### config.mk
export PLATFORM = sky130hd
export DESIGN_NAME = pwr_wake_seq
export DESIGN_NICKNAME = d
export VERILOG_FILES = /design/src/rtl/hseq_pkg.sv /design/src/rtl/hseq_regs.sv /design/src/rtl/hseq_tick_cnt.sv /design/src/rtl/hseq_fsm.sv /design/src/rtl/pwr_wake_seq.sv
export SDC_FILE = /design/constraint.sdc
export NUM_CORES = 1
export LEC_CHECK = 0
export BUFFER_PORTS_ARGS = -buffer_cell sky130_fd_sc_hd__buf_2
export CAP_MARGIN = 10
export CELL_PAD_IN_SITES_DETAIL_PLACEMENT = 1
export CELL_PAD_IN_SITES_GLOBAL_PLACEMENT = 2
export CORE_UTILIZATION = 33
export DETAILED_ROUTE_END_ITERATION = 10
export HOLD_SLACK_MARGIN = 0.03
export PLACE_DENSITY = 0.8
export SLEW_MARGIN = 10
export SYNTH_ARGS = -nofsm -noshare
export SYNTH_HDL_FRONTEND = slang
export SYNTH_SLANG_ARGS = --single-unit
### constraint.sdc
create_clock -name clk -period 3.6 [get_ports clk]
set_clock_uncertainty 0.2 [all_clocks]
set_input_delay 0.18 -clock clk [delete_from_list [all_inputs] [get_ports clk]]
set_output_delay 0.18 -clock clk [all_outputs]
set_load 0.02 [all_outputs]
### src/rtl/hseq_pkg.sv
package hseq_pkg;
   typedef enum logic [1:0] {
      ST_RUN  = 2'd0,
      ST_HIB  = 2'd1,
      ST_PULS = 2'd2
   } hseq_state_e;

   localparam int unsigned OFS_HIB  = 'h20;
   localparam int unsigned OFS_FILT = 'h24;
   localparam int unsigned OFS_RLEN = 'h28;
endpackage

### src/rtl/hseq_regs.sv
module hseq_regs
   import hseq_pkg::*;
#(
   parameter int ADDR_W = 6,
   parameter int DATA_W = 32,
   parameter int F_LSB  = 5,
   parameter int F_MSB  = 15,
   parameter int R_LSB  = 5,
   parameter int R_MSB  = 11
) (
   input  logic              clk,
   input  logic              rst_n,
   input  logic              bus_wr,
   input  logic [ADDR_W-1:0] bus_addr,
   input  logic [DATA_W-1:0] bus_wdata,
   output logic [DATA_W-1:0] bus_rdata,
   output logic [F_MSB:0]    filt_ticks,
   output logic [R_MSB:0]    rlen_ticks,
   output logic              hib_req
);
   localparam logic [ADDR_W-1:0] A_HIB  = ADDR_W'(OFS_HIB);
   localparam logic [ADDR_W-1:0] A_FILT = ADDR_W'(OFS_FILT);
   localparam logic [ADDR_W-1:0] A_RLEN = ADDR_W'(OFS_RLEN);

   logic [F_MSB:F_LSB] filt_q;
   logic [R_MSB:R_LSB] rlen_q;
   logic               unused_wbits;

   assign unused_wbits = ^bus_wdata;

   always_ff @(posedge clk or negedge rst_n) begin
      if (!rst_n) begin
         filt_q <= '0;
         rlen_q <= '0;
      end else if (bus_wr) begin
         if (bus_addr == A_FILT) filt_q <= bus_wdata[F_MSB:F_LSB];
         if (bus_addr == A_RLEN) rlen_q <= bus_wdata[R_MSB:R_LSB];
      end
   end

   assign hib_req = bus_wr && (bus_addr == A_HIB) && bus_wdata[0];

   always_comb begin
      filt_ticks = '0;
      filt_ticks[F_MSB:F_LSB] = filt_q;
      rlen_ticks = '0;
      rlen_ticks[R_MSB:R_LSB] = rlen_q;
   end

   always_comb begin
      bus_rdata = '0;
      if (bus_addr == A_FILT) bus_rdata[F_MSB:F_LSB] = filt_q;
      else if (bus_addr == A_RLEN) bus_rdata[R_MSB:R_LSB] = rlen_q;
   end
endmodule

### src/rtl/hseq_tick_cnt.sv
module hseq_tick_cnt #(
   parameter int W = 16
) (
   input  logic         clk,
   input  logic         rst_n,
   input  logic         en,
   input  logic [W-1:0] limit,
   output logic         done
);
   logic [W-1:0] cnt_q;
   logic [W:0]   cnt_nxt;

   assign cnt_nxt = {1'b0, cnt_q} + 1'b1;
   assign done    = en && (cnt_nxt >= {1'b0, limit});

   always_ff @(posedge clk or negedge rst_n) begin
      if (!rst_n)            cnt_q <= '0;
      else if (!en || done)  cnt_q <= '0;
      else                   cnt_q <= cnt_nxt[W-1:0];
   end
endmodule

### src/rtl/hseq_fsm.sv
module hseq_fsm
   import hseq_pkg::*;
(
   input  logic clk,
   input  logic rst_n,
   input  logic hib_req,
   input  logic wake_act,
   input  logic filt_done,
   input  logic rlen_done,
   output logic filt_en,
   output logic rlen_en,
   output logic pwr_en,
   output logic sys_rst_n
);
   hseq_state_e state_q;
   logic        armed_q;

   assign filt_en   = (state_q == ST_HIB) && armed_q && wake_act;
   assign rlen_en   = (state_q == ST_PULS);
   assign pwr_en    = (state_q != ST_HIB);
   assign sys_rst_n = (state_q != ST_PULS);

   always_ff @(posedge clk or negedge rst_n) begin
      if (!rst_n) begin
         state_q <= ST_RUN;
         armed_q <= 1'b0;
      end else begin
         unique case (state_q)
            ST_RUN: begin
               armed_q <= 1'b0;
               if (hib_req) state_q <= ST_HIB;
            end
            ST_HIB: begin
               if (!wake_act) armed_q <= 1'b1;
               if (filt_done) state_q <= ST_PULS;
            end
            ST_PULS: begin
               armed_q <= 1'b0;
               if (rlen_done) state_q <= ST_RUN;
            end
            default: state_q <= ST_RUN;
         endcase
      end
   end
endmodule

### src/rtl/pwr_wake_seq.sv
module pwr_wake_seq #(
   parameter int ADDR_W       = 6,
   parameter int DATA_W       = 32,
   parameter int F_LSB        = 5,
   parameter int F_MSB        = 15,
   parameter int R_LSB        = 5,
   parameter int R_MSB        = 11,
   parameter int SYNC_STAGES  = 2,
   parameter bit WAKE_ACT_LOW = 1'b1
) (
   input  logic              clk,
   input  logic              rst_n,
   input  logic              bus_wr,
   input  logic [ADDR_W-1:0] bus_addr,
   input  logic [DATA_W-1:0] bus_wdata,
   output logic [DATA_W-1:0] bus_rdata,
   input  logic              wake_pin,
   output logic              pwr_en,
   output logic              sys_rst_n
);
   localparam int FW = F_MSB + 1;
   localparam int RW = R_MSB + 1;

   if (ADDR_W < 6) begin : g_bad_addr
      $error("ADDR_W too small for the register offsets");
   end
   if (F_MSB >= DATA_W || R_MSB >= DATA_W) begin : g_bad_field
      $error("tick field exceeds the data width");
   end
   if (F_LSB > F_MSB || R_LSB > R_MSB) begin : g_bad_lsb
      $error("tick field bounds reversed");
   end
   if (SYNC_STAGES < 0 || SYNC_STAGES > 4) begin : g_bad_sync
      $error("SYNC_STAGES out of range");
   end

   logic [FW-1:0] filt_ticks;
   logic [RW-1:0] rlen_ticks;
   logic          hib_req;
   logic          wake_raw;
   logic          wake_act;
   logic          filt_en, filt_done;
   logic          rlen_en, rlen_done;

   if (WAKE_ACT_LOW) begin : g_pol_low
      assign wake_raw = ~wake_pin;
   end else begin : g_pol_high
      assign wake_raw = wake_pin;
   end

   if (SYNC_STAGES == 0) begin : g_nosync
      assign wake_act = wake_raw;
   end else begin : g_sync
      logic [SYNC_STAGES-1:0] sync_q;
      always_ff @(posedge clk or negedge rst_n) begin
         if (!rst_n) begin
            sync_q <= '0;
         end else begin
            sync_q[0] <= wake_raw;
            for (int i = 1; i < SYNC_STAGES; i++) sync_q[i] <= sync_q[i-1];
         end
      end
      assign wake_act = sync_q[SYNC_STAGES-1];
   end

   hseq_regs #(
      .ADDR_W(ADDR_W), .DATA_W(DATA_W),
      .F_LSB(F_LSB), .F_MSB(F_MSB), .R_LSB(R_LSB), .R_MSB(R_MSB)
   ) u_regs (
      .clk(clk), .rst_n(rst_n), .bus_wr(bus_wr), .bus_addr(bus_addr),
      .bus_wdata(bus_wdata), .bus_rdata(bus_rdata),
      .filt_ticks(filt_ticks), .rlen_ticks(rlen_ticks), .hib_req(hib_req)
   );

   hseq_tick_cnt #(.W(FW)) u_filt_cnt (
      .clk(clk), .rst_n(rst_n), .en(filt_en), .limit(filt_ticks), .done(filt_done)
   );

   hseq_tick_cnt #(.W(RW)) u_rlen_cnt (
      .clk(clk), .rst_n(rst_n), .en(rlen_en), .limit(rlen_ticks), .done(rlen_done)
   );

   hseq_fsm u_fsm (
      .clk(clk), .rst_n(rst_n), .hib_req(hib_req), .wake_act(wake_act),
      .filt_done(filt_done), .rlen_done(rlen_done),
      .filt_en(filt_en), .rlen_en(rlen_en),
      .pwr_en(pwr_en), .sys_rst_n(sys_rst_n)
   );
endmodule

== Yosys cells after proc, flatten, opt, wreduce, memory -nomap -nowiden ==
Index checks and enable logic that the tools add are counted.
Storage, ports and cells
  logic and storage cells: 51
  memories kept: 0
  bits in writable memories: 0
  flip-flop bits (word level): 51
  latch bits: 0
  bits of input ports: 42
  ROM bits: 0
  output and inout bits: 34
Cells by class
  bitwise gates (word level): 1
  divide/modulo/power cells: 0
  $mul: 0
  reduce and logical (&&, ||, !) cells: 17
  $lt $le $gt $ge: 2
  $add $sub $neg: 2
  equal/unequal tests: 11
  multiplexer cells: 11
  shift operators: 0
Operators with widths (count)
  == test 6 bit (second input constant): 3
  adder 16 x 1 -> 17 bit (second input constant): 1
  >= comparator 17 x 16 -> 1 bit: 1
  2-to-1 mux 16 bit: 1
  2-to-1 mux 7 bit: 2
  adder 12 x 1 -> 13 bit (second input constant): 1
  >= comparator 13 x 12 -> 1 bit: 1
  2-to-1 mux 12 bit: 1
  != test 2 bit (second input constant): 4
  logical AND 1 bit: 6
  2-to-1 mux 2 bit: 3
  one-hot mux 2 bit (3 select lines): 1
  AND reduction 2 bit: 3
  2-to-1 mux 4 bit: 1
  != test 2 x 1 -> 1 bit (second input constant): 2
  AND reduction 3 bit: 1
  == test 2 x 1 -> 1 bit (second input constant): 1
  == test 2 bit (second input constant): 1
  zero test 1 bit: 2
  zero test 2 bit: 1
  logical OR 1 bit: 2
  one-hot mux 1 bit (2 select lines): 1
  nonzero test 2 bit: 1
  OR reduction 2 bit: 1
  2 further kinds: 2

== Depth between registers and ports, before layout ==
  word-level depth: 6
  depth in mapped cells: 12
  mapped depth without buffers: 10

== Hierarchy ==
A second synthesis with hierarchy kept.
Second synthesis, totals
  cell total of the unflattened synthesis: 357
  area, all modules: 3726.1 um2
Modules (own cells, without submodules)
  hseq_tick_cnt at u_filt_cnt: seq. area each 400.4 um2, instances 1, area each 1318.8 um2, cells an instance 148
  hseq_regs: seq. area each 450.4 um2, instances 1, area each 1151.1 um2, cells an instance 91
  hseq_tick_cnt at u_rlen_cnt: seq. area each 300.3 um2, instances 1, area each 1053.5 um2, cells an instance 101
  hseq_fsm: seq. area each 75.1 um2, instances 1, area each 148.9 um2, cells an instance 14
  pwr_wake_seq: seq. area each 50.0 um2, instances 1, area each 53.8 um2, cells an instance 3

== Worst setup path after synthesis ==
Ideal clock, no wire load.
  kind: register -> register
  start point: register u_rlen_cnt.cnt_q[2]
  end point: register u_rlen_cnt.cnt_q[10]
  path slack: 0.664 ns
  data arrival time: 2.663 ns
  buffers on the path: 2
  cell stages (with the launch flop): 13
  clock period less this slack: 2.936 ns
  setup time: 0.073 ns
  cells stage by stage: dfrtp_1 -> clkbuf_1 -> and3_1 -> nand3_1 -> nor3_1 -> xor2_1 -> ha_1 -> a21o_1 -> a211oi_1 -> o41ai_1 -> or3_1 -> buf_2 -> nor2b_1
On the way
  word-level cells in the longest chain between the ends: 5
Ends and longest elaborated chain
  from (decl): line hseq_tick_cnt.sv:10  | logic [W-1:0] cnt_q;
  from (signal assigned): line hseq_tick_cnt.sv:19  | else cnt_q <= cnt_nxt[W-1:0];
  adder 12 x 1 -> 13 bit (*): line hseq_tick_cnt.sv:13  | assign cnt_nxt = {1'b0, cnt_q} + 1'b1;
  >= comparator 13 x 12 -> 1 bit: line hseq_tick_cnt.sv:14  | assign done = en && (cnt_nxt >= {1'b0, limit});
  logical AND 1 bit: line hseq_tick_cnt.sv:14
  logical OR 1 bit: line hseq_tick_cnt.sv:18  | else if (!en || done) cnt_q <= '0;
  2-to-1 mux 12 bit (*): line hseq_tick_cnt.sv:18
Mark *: on every way between the ends. The rest lies on a longest branch, timed or not.
A chain may end at the register's enable or synchronous reset.

== Final worst setup path ==
  start point: register u_rlen_cnt.cnt_q[1]
  end point: register u_rlen_cnt.cnt_q[6]
The elaborated chain is that of the path after synthesis.

==> impl_metrics.csv <==
group,metric,value,unit
worst_hold_path,hold_class,"in -> reg",
setup_path,critPathMaxFanout,13,
global_route,grt_pass1_wl,11400,microns
die,core_area,8890,sq um
yosys,synth_top_area_frac,0.412,
yosys,syn_area_per_cell,10.5,sq um
setup_path,critical_path_class,"reg -> reg",
yosys,ys_seq_area_frac,0.412,
global_route,grt_pass1_vias,2306,
place,gp_congestion,0.757,
cts,clk_pin_slew_worst_paths,0.10,ns
yosys,synth-seq-cells,51,
setup_path,critPathRequiredTime,3.64,ns
setup_path,cpMostUsedCell,"ha_1",
yosys,yosysWarnings,0,
setup_path,startpoint_type,"flop",
drt,routed_wl,6760,microns
finish,synthToLayoutAreaGrowth,14.8,%
cts,clock_path_buffers,2,
cts,cts_made_buffers,5,
die,die_area,9770,sq um
cts,clkSinkCount,51,
yosys,syn-instance-count,294,
run_status,status,"complete, no violations",
finish,stdcell_count,456,
sta,period_share,0.935,
drt,drt_iter0_markers,55,
drt,met2_length,3060,microns
global_route,gr-usage-all-layers,0.150,
place,hpwl,5220,microns
setup_path,crit_chain,"ha_1 > nand3_1 > nor3_1 > xor2_1 > ha_1 > a21o_1 > a211oi_1 > o41ai_1 > or3_1 > nor2b_1",
drt,drtPass1Iterations,4,
worst_hold_path,holdPathStages,5,
die,rows,34,
cts,cts_tree,"yes",
sta,setup_violations,0,
finish,diodes,0,
yosys,yosysMostFrequentCell,"dfrtp_1",
finish,drive_gt1_frac,0.233,
sta,max_slew.worst_pin.slew,0.509,ns
drt,dr_wl_met3,210,microns
power,p_total,1.25,mW
die,start_util,0.348,
yosys,ys_top_cells_by_area,"dfrtp_1 41%, ha_1 8.5%, buf_4 5.1%, mux2_4 4.9%, xnor2_1 3.7%",
drt,viasPerCell,4.80,
sta,rsz0062_at_grt,"false",
setup_path,critPathMaxStageDelay,0.62,ns
drt,remaining_drc_errors,0,
power,ir_drop,167,uV
cts,clkLatencyLatePin,0.31,ns
yosys,yosysTopAreaCell,"dfrtp_1",
sta,maxSlewViolCount,0,
global_route,grt_max_degree,34,
finish,nets,410,
setup_path,rr_worst_depth,10,
sta,period_needed,3.37,ns
finish,utilization,0.400,
die,die_y,98.9,microns
run,drv_cap,0,
yosys,synth_common_cells,"51 x dfrtp_1, 21 x buf_4, 21 x ha_1, 21 x inv_1",
die,io_pins,76,
cts,htree_num_levels,2,
cts,cts_setup_buffers,0,
die,die_w,98.9,microns
sta,fmax,297,MHz
drt,wl_met1,3380,microns
drt,dr_total_vias,2191,
place,port_buffers,34,
sta,fin_tns_setup,0,ns
drt,detail_route.wl_per_cell,14.8,microns
cts,cts_root_buffer,"clkbuf_8",
drt,ant_nets,0,
global_route,grt_overflow,0,
finish,nFillCells,1022,
yosys,synth_ff_type,"dfrtp_1",
setup_path,cp-end-kind,"flop",
yosys,yosysUniqueCellTypes,49,
place,place_inst,434,
sta,slew_headroom,0.661,
yosys,synth_edf_count,0,
drt,top_layer,"met4",
power,p_leak,1.74,nW
yosys,ys_async_sr_fraction,1.00,
yosys,syn_area,3100,sq um
global_route,antenna_found_initial,0,
setup_path,cp.arrival,3.41,ns
power,power_density,353,nW/um^2
setup_path,slowest_stage,"or3_1",
sta,hold_violations,0,
==> worst paths after layout <==
check / start / end / slack, ns
max: u_rlen_cnt.cnt_q[1]$_DFF_PN0_ / u_rlen_cnt.cnt_q[6]$_DFF_PN0_ / 0.23
max reg2reg: u_rlen_cnt.cnt_q[1]$_DFF_PN0_ / u_rlen_cnt.cnt_q[6]$_DFF_PN0_ / 0.23
max in group asynchronous: rst_n / u_filt_cnt.cnt_q[12]$_DFF_PN0_ / 2.24
min reg2reg: g_sync.sync_q[0]$_DFF_PN0_ / g_sync.sync_q[1]$_DFF_PN0_ / 0.19
min: bus_wdata[0] / u_fsm.state_q[0]$_DFFE_PN0P_ / 0.04
min in group asynchronous: rst_n / u_rlen_cnt.cnt_q[4]$_DFF_PN0_ / 0.16
==> what timing repair did <==
action,CTS,global route
gates resized for setup,0,0
hold buffers,14,0
endpoints found under the hold margin,38,0
==> cell type report <==
class	instances	area, sq um	share of cell area
flip-flops and latches	51	1280	0.359
multi-input cells	217	1610	0.454
well taps	108	135	0.0380
clock inverters	2	35.0	0.00986
repair buffers	51	333	0.0936
inverters	21	78.8	0.0222
clock buffers	6	82.6	0.0232
==> per-layer routing <==
| metal | vias to the layer above | global-route usage |
|---|---|---|
| met5 | - | 0 |
| met4 | 0 | 0.0528 |
| met3 | 9 | 0.0199 |
| met2 | 53 | 0.250 |
| met1 | 1043 | 0.198 |
| li1 | 1086 | - |
==> where the power goes <==
part           leakage [nW]  switching (mW)  internal (mW)
Clock                0.0612           0.199          0.225
Sequential            0.695          0.0283          0.606
Combinational         0.985           0.107         0.0868
==> through the flow <==
step / hold slack [ns] / worst slack (ns) / instance area [sq um]
after global placement: -0.0401 / 0.323 / 3300
after floorplan: -0.316 / 0.664 / 3170
after global routing: 0.0590 / 0.0238 / 3550
after detailed placement: -0.0416 / 0.236 / 3300
after CTS: 0.0317 / 0.208 / 3550
final: 0.0388 / 0.233 / 3550
==> flip-flops by register name (all words and copies together), names as in the netlist <==
| register | cells |
|---|---|
| u_rlen_cnt.cnt_q | 12 |
| g_sync.sync_q | 2 |
| u_filt_cnt.cnt_q | 16 |
| u_regs.rlen_q | 7 |
| u_fsm.armed_q | 1 |
| u_regs.filt_q | 11 |
| u_fsm.state_q | 2 |
==> cell usage in the layout (no fill, tap or decap), drive strengths merged, types with 2 or more instances in the layout <==
master and instances:
dfrtp 51, buf 37, inv 21, ha 21, conb 21, nor2 19
nand3 18, mux2 18, nor2b 16, dlygate4sd3 14, xnor2 13, nand2 13
xor2 11, and3 11, a22o 7, nand4 6, a21oi 6, clkbuf 6
nor3b 4, and4 3, nor3 3, nor4 3, or3 2, o21ai 2
a31oi 2, a21o 2, nand2b 2, and2 2
==> worst max-delay path, delay by kind of cell, from the launching register on <==
| family | cells | cell delay (ns) |
|---|---|---|
| xor gates and xnor gates | 1 | 0.21 |
| AOI/OAI and AO/OA | 3 | 0.58 |
| DFF | 1 | 0.48 |
| adders and majority gates | 2 | 0.60 |
| and+or+nand+nor | 4 | 1.24 |
==> cells by family (layout without fill, tap and decap cells) <==
group | count (synthesis) | in the layout | synth area share
adder cells (fa/ha/maj) | 21 | 21 | 0.0849
flip-flops | 51 | 51 | 0.412
multiplexers | 18 | 18 | 0.0776
other | 1 | 21 | 0.00121
XOR/XNOR | 24 | 24 | 0.0679
AND/OR/NAND/NOR | 105 | 105 | 0.197
buffers and inverters | 46 | 80 | 0.0905
AO/OA/AOI/OAI | 28 | 28 | 0.0683
Note: power is estimated with default switching activity, not from simulation.
